==> config.mk <==
export PLATFORM = sky130hd
export DESIGN_NAME = codec_pwr_seq
export DESIGN_NICKNAME = d
export VERILOG_FILES = /design/src/rtl/pwr_seq_pkg.sv /design/src/rtl/ms_prescaler.sv /design/src/rtl/frame_ratio_meter.sv /design/src/rtl/seq_fsm.sv /design/src/rtl/codec_pwr_seq.sv
export SDC_FILE = /design/constraint.sdc
export NUM_CORES = 1
export LEC_CHECK = 0
export ABC_AREA = 1
export CORE_UTILIZATION = 43
export CTS_BUF_LIST = sky130_fd_sc_hd__clkbuf_4 sky130_fd_sc_hd__clkbuf_8 sky130_fd_sc_hd__clkbuf_16
export CTS_CLUSTER_DIAMETER = 120
export DETAILED_ROUTE_END_ITERATION = 6
export GPL_ROUTABILITY_DRIVEN = 0
export GPL_TIMING_DRIVEN = 0
export PLACE_DENSITY = 0.66
export SKIP_CTS_REPAIR_TIMING = 1
export SLEW_MARGIN = 20
export SYNTH_ARGS = -nofsm -noshare
export SYNTH_HDL_FRONTEND = slang
export SYNTH_SLANG_ARGS = --single-unit
==> constraint.sdc <==
create_clock -name clk_i -period 1.76 [get_ports clk_i]
set_input_delay 0.352 -clock clk_i [delete_from_list [all_inputs] [get_ports clk_i]]
set_output_delay 0.352 -clock clk_i [all_outputs]
set_load 0.05 [all_outputs]
==> src/rtl/pwr_seq_pkg.sv <==
package pwr_seq_pkg;
  typedef enum logic [1:0] {
    ST_BOOT = 2'd0,
    ST_WAIT = 2'd1,
    ST_RUN  = 2'd2,
    ST_RAMP = 2'd3
  } seq_state_e;

  typedef enum logic [1:0] {
    RAT_NONE = 2'd0,
    RAT_256  = 2'd1,
    RAT_384  = 2'd2,
    RAT_512  = 2'd3
  } ratio_e;

  localparam int unsigned N_RATIOS = 3;
  localparam int unsigned RATIO_NOM [N_RATIOS] = '{256, 384, 512};
  localparam int unsigned LOST_LIM = 1024;
endpackage

==> src/rtl/ms_prescaler.sv <==
module ms_prescaler #(
  parameter int unsigned CLKS_PER_MS = 25600
) (
  input  logic clk_i,
  input  logic rst_ni,
  input  logic clr_i,
  output logic tick_o
);
  localparam int unsigned PW = (CLKS_PER_MS > 2) ? $clog2(CLKS_PER_MS) : 1;
  localparam logic [PW-1:0] LAST = PW'(CLKS_PER_MS - 1);

  logic [PW-1:0] pre_q;

  assign tick_o = (pre_q == LAST);

  always_ff @(posedge clk_i or negedge rst_ni) begin
    if (!rst_ni)      pre_q <= '0;
    else if (clr_i)   pre_q <= '0;
    else if (tick_o)  pre_q <= '0;
    else              pre_q <= pre_q + 1'b1;
  end


  pre_range_chk: assert property (@(posedge clk_i) disable iff (!rst_ni)
    pre_q <= LAST);
endmodule

==> src/rtl/frame_ratio_meter.sv <==
module frame_ratio_meter
  import pwr_seq_pkg::*;
#(
  parameter int unsigned RATIO_TOL = 2
) (
  input  logic       clk_i,
  input  logic       rst_ni,
  input  logic       fs_i,
  output logic [1:0] ratio_o,
  output logic       valid_o,
  output logic       err_o
);
  localparam int unsigned CW = $clog2(LOST_LIM + 1);
  localparam logic [CW-1:0] LOST = CW'(LOST_LIM);

  logic [2:0]          fs_sync_q;
  logic                rise;
  logic [CW-1:0]       cnt_q;
  logic                seen_q;
  logic [N_RATIOS-1:0] hit;
  ratio_e              cls;
  ratio_e              ratio_q;
  logic                valid_q;
  logic                err_q;

  assign rise = fs_sync_q[1] & ~fs_sync_q[2];

  for (genvar i = 0; i < N_RATIOS; i++) begin : g_win
    assign hit[i] = (cnt_q >= CW'(RATIO_NOM[i] - RATIO_TOL)) &&
                    (cnt_q <= CW'(RATIO_NOM[i] + RATIO_TOL));
  end

  always_comb begin
    if      (hit[0]) cls = RAT_256;
    else if (hit[1]) cls = RAT_384;
    else if (hit[2]) cls = RAT_512;
    else             cls = RAT_NONE;
  end

  always_ff @(posedge clk_i or negedge rst_ni) begin
    if (!rst_ni) begin
      fs_sync_q <= '0;
      cnt_q     <= '0;
      seen_q    <= 1'b0;
      ratio_q   <= RAT_NONE;
      valid_q   <= 1'b0;
      err_q     <= 1'b0;
    end else begin
      fs_sync_q <= {fs_sync_q[1:0], fs_i};
      if (rise) begin
        cnt_q  <= CW'(1);
        seen_q <= 1'b1;
        if (seen_q) begin
          ratio_q <= cls;
          valid_q <= (cls != RAT_NONE);
          if (cls == RAT_NONE) err_q <= 1'b1;
        end
      end else if (seen_q && cnt_q == LOST) begin
        // frame clock stopped
        seen_q  <= 1'b0;
        ratio_q <= RAT_NONE;
        valid_q <= 1'b0;
        err_q   <= 1'b1;
      end else if (cnt_q != LOST) begin
        cnt_q <= cnt_q + 1'b1;
      end
    end
  end

  assign ratio_o = ratio_q;
  assign valid_o = valid_q;
  assign err_o   = err_q;


  valid_needs_frames_chk: assert property (@(posedge clk_i) disable iff (!rst_ni)
    valid_q |-> seen_q);

  err_drops_valid_chk: assert property (@(posedge clk_i) disable iff (!rst_ni)
    $rose(err_q) |-> !valid_q);

  err_sticky_chk: assert property (@(posedge clk_i) disable iff (!rst_ni)
    $past(err_q) |-> err_q);
endmodule

==> src/rtl/seq_fsm.sv <==
module seq_fsm
  import pwr_seq_pkg::*;
#(
  parameter int unsigned ADDR_W     = 3,
  parameter int unsigned N_CONV     = 9,
  parameter int unsigned ADDR_MS    = 2,
  parameter int unsigned ADDR_EXTRA = 3000,
  parameter int unsigned RAMP_MS    = 50
) (
  input  logic              clk_i,
  input  logic              rst_ni,
  input  logic              tick_i,
  input  logic              clk_valid_i,
  input  logic [N_CONV-1:0] pdn_i,
  input  logic              ramp_req_i,
  input  logic [ADDR_W-1:0] addr_pins_i,
  output logic              pre_clr_o,
  output logic              port_ready_o,
  output logic [ADDR_W-1:0] addr_o,
  output logic              clamp_o,
  output logic              refs_up_o,
  output logic              ramp_done_o
);
  localparam int unsigned MS_MAX = (ADDR_MS > RAMP_MS) ? ADDR_MS : RAMP_MS;
  localparam int unsigned MW = $clog2(MS_MAX + 1);
  localparam int unsigned EW = $clog2(ADDR_EXTRA + 1);

  seq_state_e        st_q, st_d;
  logic [MW-1:0]     ms_q;
  logic [EW-1:0]     ex_q;
  logic [ADDR_W-1:0] addr_q;
  logic              boot_ms_done;
  logic              any_on;

  assign boot_ms_done = (ms_q == MW'(ADDR_MS));
  assign any_on       = ~&pdn_i;

  always_comb begin
    st_d = st_q;
    unique case (st_q)
      ST_BOOT: if (boot_ms_done && ex_q == EW'(ADDR_EXTRA - 1)) st_d = ST_WAIT;
      ST_WAIT: begin
        if (ramp_req_i)                  st_d = ST_RAMP;
        else if (clk_valid_i && any_on)  st_d = ST_RUN;
      end
      ST_RUN: begin
        if (ramp_req_i)                    st_d = ST_RAMP;
        else if (!clk_valid_i || !any_on)  st_d = ST_WAIT;
      end
      ST_RAMP: if (!ramp_req_i) st_d = ST_WAIT;
      default: st_d = ST_BOOT;
    endcase
  end

  always_ff @(posedge clk_i or negedge rst_ni) begin
    if (!rst_ni) begin
      st_q   <= ST_BOOT;
      ms_q   <= '0;
      ex_q   <= '0;
      addr_q <= '0;
    end else begin
      st_q <= st_d;
      if (st_d != st_q) begin
        ms_q <= '0;
        ex_q <= '0;
      end else if (st_q == ST_BOOT) begin
        if (!boot_ms_done) begin
          if (tick_i) ms_q <= ms_q + 1'b1;
        end else begin
          ex_q <= ex_q + 1'b1;
        end
      end else if (st_q == ST_RAMP) begin
        if (tick_i && ms_q != MW'(RAMP_MS)) ms_q <= ms_q + 1'b1;
      end
      if (st_q == ST_BOOT && st_d == ST_WAIT) addr_q <= addr_pins_i;
    end
  end

  assign pre_clr_o    = !(st_q == ST_BOOT || st_q == ST_RAMP);
  assign port_ready_o = (st_q != ST_BOOT);
  assign addr_o       = addr_q;
  assign clamp_o      = (st_q != ST_RUN);
  assign refs_up_o    = (st_q == ST_RUN);
  assign ramp_done_o  = (st_q == ST_RAMP) && (ms_q == MW'(RAMP_MS));


  run_needs_clock_chk: assert property (@(posedge clk_i) disable iff (!rst_ni)
    (st_q == ST_RUN) |-> $past(clk_valid_i));

  addr_hold_chk: assert property (@(posedge clk_i) disable iff (!rst_ni)
    (port_ready_o && $past(port_ready_o)) |-> $stable(addr_q));

  done_from_ramp_chk: assert property (@(posedge clk_i) disable iff (!rst_ni)
    $rose(ramp_done_o) |-> $past(st_q == ST_RAMP));

  boot_ms_bound_chk: assert property (@(posedge clk_i) disable iff (!rst_ni)
    (st_q == ST_BOOT) |-> (ms_q <= MW'(ADDR_MS)));
endmodule

==> src/rtl/codec_pwr_seq.sv <==
module codec_pwr_seq
  import pwr_seq_pkg::*;
#(
  parameter int unsigned CLKS_PER_MS = 25600,
  parameter int unsigned ADDR_MS     = 2,
  parameter int unsigned ADDR_EXTRA  = 3000,
  parameter int unsigned RAMP_MS     = 50,
  parameter int unsigned RATIO_TOL   = 2,
  parameter int unsigned N_CONV      = 9,
  parameter int unsigned ADDR_W      = 3,
  parameter int unsigned RATE_W      = 3
) (
  input  logic              clk_i,
  input  logic              rst_ni,
  input  logic              fs_i,
  input  logic [ADDR_W-1:0] addr_pins_i,
  input  logic [N_CONV-1:0] pdn_i,
  input  logic              ramp_req_i,
  input  logic [RATE_W-1:0] rate_code_i,
  input  logic              cp_req_i,
  output logic              port_ready_o,
  output logic [ADDR_W-1:0] addr_o,
  output logic              cp_ack_o,
  output logic [1:0]        ratio_o,
  output logic              clk_valid_o,
  output logic              clk_err_o,
  output logic              pll_en_o,
  output logic              clamp_o,
  output logic              refs_up_o,
  output logic              ramp_done_o
);
  logic tick;
  logic pre_clr;

  ms_prescaler #(.CLKS_PER_MS(CLKS_PER_MS)) u_pre (
    .clk_i  (clk_i),
    .rst_ni (rst_ni),
    .clr_i  (pre_clr),
    .tick_o (tick)
  );

  frame_ratio_meter #(.RATIO_TOL(RATIO_TOL)) u_meter (
    .clk_i   (clk_i),
    .rst_ni  (rst_ni),
    .fs_i    (fs_i),
    .ratio_o (ratio_o),
    .valid_o (clk_valid_o),
    .err_o   (clk_err_o)
  );

  seq_fsm #(
    .ADDR_W     (ADDR_W),
    .N_CONV     (N_CONV),
    .ADDR_MS    (ADDR_MS),
    .ADDR_EXTRA (ADDR_EXTRA),
    .RAMP_MS    (RAMP_MS)
  ) u_fsm (
    .clk_i        (clk_i),
    .rst_ni       (rst_ni),
    .tick_i       (tick),
    .clk_valid_i  (clk_valid_o),
    .pdn_i        (pdn_i),
    .ramp_req_i   (ramp_req_i),
    .addr_pins_i  (addr_pins_i),
    .pre_clr_o    (pre_clr),
    .port_ready_o (port_ready_o),
    .addr_o       (addr_o),
    .clamp_o      (clamp_o),
    .refs_up_o    (refs_up_o),
    .ramp_done_o  (ramp_done_o)
  );

  assign cp_ack_o = cp_req_i & port_ready_o;
  assign pll_en_o = (rate_code_i[RATE_W-1:1] == '0);


  no_early_ack_chk: assert property (@(posedge clk_i) disable iff (!rst_ni)
    cp_ack_o |-> port_ready_o);

  clamp_refs_excl_chk: assert property (@(posedge clk_i) disable iff (!rst_ni)
    !(clamp_o && refs_up_o));
endmodule

# Yosys cells after proc, flatten, opt, wreduce, memory -nomap -nowiden
# Cells that the tools add are included.
# Widths: inputs -> output; s select.
[totals]
out_inout_bits = 13
in_bits = 20
register_bits = 57
[op_classes]
addsub = 4
magnitude_cmp = 6
n_mux = 35
bitwise = 3
eq_ne = 18
n_reduce_logical = 30
[op_table]
columns = ["cell", "n"]
rows = [
  ["$mux 12", 3],
  ["$mux 6", 6],
  ["$mux 11", 3],
  ["$mux 15", 2],
  ["$mux 2", 12],
  ["$ge 11x9->1 const B", 2],
  ["$le 11x9->1 const B", 2],
  ["$add 15x1->15 const B", 1],
  ["$eq 15x15->1 const B", 1],
  ["$add 12x1->12 const B", 1],
  ["$eq 12x12->1 const B", 1],
  ["$reduce_bool 2->1", 6],
  ["$add 11x1->11 const B", 1],
  ["$eq 11x11->1 const B", 1],
  ["$ge 11x8->1 const B", 1],
  ["$le 11x10->1 const B", 1],
  ["$ne 11x11->1 const B", 1],
  ["$logic_and 1x1->1", 9],
  ["$reduce_and 9->1", 1],
  ["$mux 1", 8],
  ["$pmux 2 s4", 1],
  ["$add 6x1->6 const B", 1],
  ["$eq 6x2->1 const B", 1],
  ["$eq 6x6->1 const B", 1],
  ["17 further kinds", 29],
]

# Longest topological paths before layout
# Gate-level depths: netlist of run 1.
[depth]
word_depth = 9
mapped_depth = 14

# Hierarchy
# Synthesis of run 1 repeated with hierarchy kept, for this count alone.
[hier_totals]
cells_unflattened = 433
area_unflattened_um2 = 3410.8
[modules_own_cells]
columns = ["mod", "cells_per_inst", "area_per_inst_um2", "instances"]
rows = [
  ["seq_fsm", 179, 1457.6, 1],
  ["frame_ratio_meter", 145, 1138.6, 1],
  ["ms_prescaler", 106, 803.3, 1],
  ["codec_pwr_seq", 3, 11.3, 1],
]

# Worst setup path before layout of run 1
# No wires, ideal clock.
[synth_path]
path_type = "reg-to-reg"
startpoint = "reg u_fsm.st_q[0]"
endpoint = "reg u_fsm.ms_q[3]"
setup_ns = 0.080
path_stages_with_launch = 14
period_less_slack_ns = 2.369
required_ns = 1.680
arrival_time_ns = 2.289
path_slack_ns = -0.609
path_cell_list = "dfrtp_1 > inv_1 > ha_1 > inv_1 > o21ai_0 > nand2_1 > nand2_1 > nand2_1 > nand2_1 > nand2_1 > nand2_2 > nand2_2 > buf_6 > nor3_2"
[synth_via]
word_cells_on_any_way = 19
[synth_lines]
columns = ["item", "line_no", "text"]
rows = [
  ["from (decl)", "seq_fsm.sv:28", "seq_state_e st_q, st_d;"],
  ["from (signal assigned)", "seq_fsm.sv:62", "st_q <= st_d;"],
  ["$eq 2x2->1 *", "-", ""],
  ["net refs_up_o", "codec_pwr_seq.sv:29", "output logic refs_up_o,"],
  ["$pmux 2 s4 *", "seq_fsm.sv:40", "unique case (st_q)"],
  ["net u_fsm.st_d[1]", "seq_fsm.sv:28", ""],
  ["$ne 2x2->1 *", "seq_fsm.sv:63", "if (st_d != st_q) begin"],
  ["$ne 3x1->1 (no source line) (tied with other cells)", "-", ""],
  ["$reduce_and 4->1 (no source line)", "-", ""],
  ["to (signal assigned)", "seq_fsm.sv:68", "if (tick_i) ms_q <= ms_q + 1'b1;"],
  ["to (signal assigned)", "seq_fsm.sv:73", "if (tick_i && ms_q != MW'(RAMP_MS)) ms_q <= ms_q + 1'b1;"],
  ["to (decl)", "seq_fsm.sv:29", "logic [MW-1:0] ms_q;"],
]
# Mark *: on every way through the listed nets, which the timed path passes. The rest lies on a longest branch.
# A chain may end at the register's enable or synchronous reset.

# Worst setup path in the final report of run 1
[layout_path]
startpoint = "reg u_fsm.st_q[0]"
endpoint = "reg u_fsm.ex_q[5]"
[layout_via]
elab_chain_cells = 6
word_cells_on_any_way = 16
[layout_lines]
columns = ["item", "line_no", "text"]
rows = [
  ["$mux 2 (on tied branches)", "seq_fsm.sv:48, seq_fsm.sv:44", ""],
  ["$mux 2 (on tied branches)", "seq_fsm.sv:47, seq_fsm.sv:43", ""],
  ["$pmux 2 s4", "seq_fsm.sv:40", ""],
  ["$ne 2x2->1", "seq_fsm.sv:63", ""],
  ["$reduce_bool 2->1 (no source line)", "-", ""],
  ["$reduce_and 2->1 (no source line)", "-", ""],
  ["to (signal assigned)", "seq_fsm.sv:70", "ex_q <= ex_q + 1'b1;"],
  ["to (decl)", "seq_fsm.sv:30", "logic [EW-1:0] ex_q;"],
]
# Parallel ways exist; a longest one is shown, timed or not.

==> results of run 1 <==
## Yosys cell counts, types with 3 or more instances
master and n:
nand2_1 84, inv_1 59, dfrtp_1 57, nor2_1 51, nand3_1 24, o21ai_0 19
nand4_1 17, nor3_1 16, xor2_1 14, a21oi_1 11, ha_1 11, nor3_2 6
nand2_2 5, a31oi_1 3, buf_2 3, nor3b_1 3, xnor2_1 3
## registers in the layout, indices dropped and copies added (netlist names)
register and count:
u_fsm.ex_q 12, u_meter.seen_q 1, u_meter.ratio_o 2, u_fsm.ms_q 6, u_fsm.st_q 2, u_pre.pre_q 15
u_meter.err_o 1, u_meter.cnt_q 11, u_meter.valid_o 1, u_fsm.addr_o 3, u_meter.fs_sync_q 3
## stage by stage
stage | TNS, ns | cells
finish | -2.40 | 577
global route | -5.69 | 577
CTS | -10.08 | 553
detailed placement | -9.13 | 539
global placement | -95.13 | 538
floorplan | -4.37 | 408
## worst reg2reg max path: stages, from the launching register on
cell and delay (ns):
dfrtp_2 0.46, inv_4 0.11, ha_4 0.19, clkinvlp_4 0.13
nor3_4 0.29, nand2_1 0.10, nor3_2 0.21, nand2_1 0.12
xor2_1 0.17, nor2_1 0.07
## final cells by class
type | count | area, um^2
timing repair buffer | 57 | 561
clock buffer | 14 | 174
fill | 649 | 2920
inverter | 61 | 246
sequential | 57 | 1430
buffer | 5 | 50.0
tap | 99 | 124
multi-input combinational | 284 | 1750
## power by group through the flow
| stage | combinational [mW] | sequential [mW] | clock (mW) |
|---|---|---|---|
| after floorplan | 1.18 | 1.69 | 0 |
| after global placement | 1.73 | 1.59 | 0 |
| after detailed placement | 1.76 | 1.60 | 0 |
| after CTS | 1.77 | 1.57 | 1.13 |
| after global routing | 2.90 | 1.60 | 1.20 |
| final | 2.70 | 1.59 | 1.12 |
## logic make-up after synthesis
logic type	after synthesis	share of synthesized area
AOI/OAI and AO/OA	40	0.0691
xor gates and xnor gates	17	0.0460
adders and majority gates	11	0.0425
buffers and inverters	67	0.0830
DFF	57	0.440
and+or+nand+nor	216	0.319
## metal layers
| metal | track usage | up-vias | share of wire | wire [um] |
|---|---|---|---|---|
| met5 | 0 | - | 0 | 0 |
| li1 | - | 1454 | - | - |
| met1 | 0.237 | 1384 | 0.45 | 3410 |
| met3 | 0.0326 | 11 | 0.037 | 278 |
| met4 | 0.0792 | 0 | 0.017 | 128 |
| met2 | 0.275 | 68 | 0.49 | 3690 |
## how the worst max path moves through the flow
stage	startpoint	end	slack [ns]	cells after the start
3_3_place_gp	rst_ni	u_meter.fs_sync_q[0]	-1.54	1
3_5_place_dp	u_fsm.st_q[1]	port_ready_o	-0.42	4
4_1_cts	u_fsm.ms_q[0]	ramp_done_o	-0.79	7
6_report	u_fsm.st_q[0]	u_fsm.ex_q[5]	-0.20	9
2_1_floorplan	u_fsm.st_q[0]	u_fsm.ms_q[3]	-0.25	13
5_1_grt	u_fsm.st_q[0]	u_fsm.ex_q[5]	-0.31	9
==> impl_metrics.csv, run 1 <==
group,metric,value,unit
power,p_total,5.40,mW
finish,drive_gt1_frac,0.253,
routing,drc,0,
clocking,tritoncts,"built",
floorplan,die_h,88.8,um
logic_synthesis,synthFlopType,"dfrtp_1",
sta,fin_ws,-0.204,ns
sta,hold_slack,0.350,ns
clocking,cts_buffers,9,
floorplan,rows,31,
grt,grt_pass1_vias,2477,
power,p_int,3.19,mW
worst_setup_path,cp.arrival,2.18,ns
grt,grt_pass1_wl,10.7,mm
place,port_buffers,31,
worst_setup_path,crit_top_cell,"nand2_1",
logic_synthesis,synth_edf_count,0,
clocking,cts-root-buf,"clkbuf_8",
grt,antenna_found_initial,0,
worst_setup_path,worstPathCellList,"inv_4, ha_4, clkinvlp_4, nor3_4, nand2_1, nor3_2, nand2_1, xor2_1, nor2_1",
logic_synthesis,syn_inst,408,
sta,fin_skew,0.0143,ns
worst_setup_path,r2r-start,"u_fsm.st_q[0]",
place,placed_area,3720,um^2
place,dp_hpwl,4.72,mm
power,p_sw_frac,0.410,
logic_synthesis,netlist_top_cells_area,"dfrtp_1, nand2_1, inv_1",
sta,rsz0062_at_grt,"yes",
sta,max_freq,0.509,GHz
logic_synthesis,syn-cell-area,3240,um^2
logic_synthesis,ys_types,34,
floorplan,die_area,7880,um^2
worst_setup_path,worstRegToRegCells,9,
finish,final_nets,506,
clocking,cts_max_level,3,
finish,syn2layout_area_growth,33.8,%
power,clkPwrFrac,0.206,
worst_setup_path,r2r-end,"u_fsm.ex_q[5]",
finish,layout_common_cells,"nand2_1, dfrtp_1, inv_1, nor2_1, buf_4",
power,p_leak,2.09,nW
floorplan,die_w,88.8,um
power,power_density,1250,nW/um^2
logic_synthesis,async_reset_ff_frac,1.00,
sta,hold_viol_final,0,
sta,setup_viol,21,
logic_synthesis,ys_ff_latch,57,
run_status,violations,"setup timing",
worst_hold_path,hold_class,"reg2reg",
routing,ant_nets,0,
flow_run,drv_cap,0,
grt,globalRouteOverflowTotal,0,
worst_setup_path,crit_type,"reg2reg",
worst_setup_path,crit_family,"simple AND/OR/NAND/NOR gates",
routing,first_iter_violations,157,
routing,wirelength,7.51,mm
floorplan,start_util,0.447,
worst_setup_path,crit_buf_inv,2,
power,p_switching,2.21,mW
logic_synthesis,postSynthAreaPerCell,7.94,um^2
logic_synthesis,yosys.area.top_type_share,0.440,
power,pwr-share-seq,0.293,
finish,diodes,0,
routing,first_pass_iters,4,
clocking,clk_pin_slew_worst_paths,0.06,ns
clocking,clockBufferDepth,2,
floorplan,num_io_pins,33,
grt,grt_max_degree,33,
sta,relSlewSlack,0.617,
worst_hold_path,holdPathStages,0,
worst_setup_path,cp_max_fo,6,
sta,worst_pin_slew,0.572,ns
worst_setup_path,rrSetupSlack,-0.20,ns
clocking,cts.sinks,57,
sta,fin_crit_sh,1.12,
grt,grtUsageTotal,0.176,
logic_synthesis,ys_seq_area_frac,0.440,
place,dp_slack,-0.421,ns
worst_hold_path,hold_start,"u_meter.fs_sync_q[0]",
routing,vias_per_cell,5.06,
clocking,clkLatencyLatePin,0.33,ns
routing,post_drt_wl_per_cell,13.0,um
worst_setup_path,end_kind,"flip-flop",
logic_synthesis,synth_top_cell_by_area,"dfrtp_1",
sta,finalCriticalPeriod,1.96,ns
worst_hold_path,min_to,"u_meter.fs_sync_q[1]",
routing,vias,2917,
finish,final_common_cell,"nand2_1",
run_status,outcome,"finished, violations left",
power,combPwrFrac,0.500,
floorplan,core,7250,um^2
finish,final_area,4340,um^2
worst_setup_path,slowest_delay,0.46,ns
logic_synthesis,synth_warnings,0,
power,ir_worst_vdd,0.541,mV
logic_synthesis,synth_nets,439,
sta,slew_viol_final,0,
worst_setup_path,start_kind,"flip-flop",
worst_setup_path,critPathRequiredTime,1.98,ns
worst_setup_path,cp_slowest_cell,"dfrtp_2",
finish,final_core_util,0.598,
Note: power is estimated with default switching activity, not from simulation.
==> run 2, diff against run 1 <==
--- a/config.mk
+++ b/config.mk
@@ -10,7 +10,7 @@
 export CTS_BUF_LIST = sky130_fd_sc_hd__clkbuf_4 sky130_fd_sc_hd__clkbuf_8 sky130_fd_sc_hd__clkbuf_16
 export CTS_CLUSTER_DIAMETER = 120
 export DETAILED_ROUTE_END_ITERATION = 6
-export GPL_ROUTABILITY_DRIVEN = 0
+export GPL_ROUTABILITY_DRIVEN = 1
 export GPL_TIMING_DRIVEN = 0
 export PLACE_DENSITY = 0.66
 export SKIP_CTS_REPAIR_TIMING = 1
==> results of run 2 <==
Same layout as run 1: the final DEF is identical, and so are final timing and power.
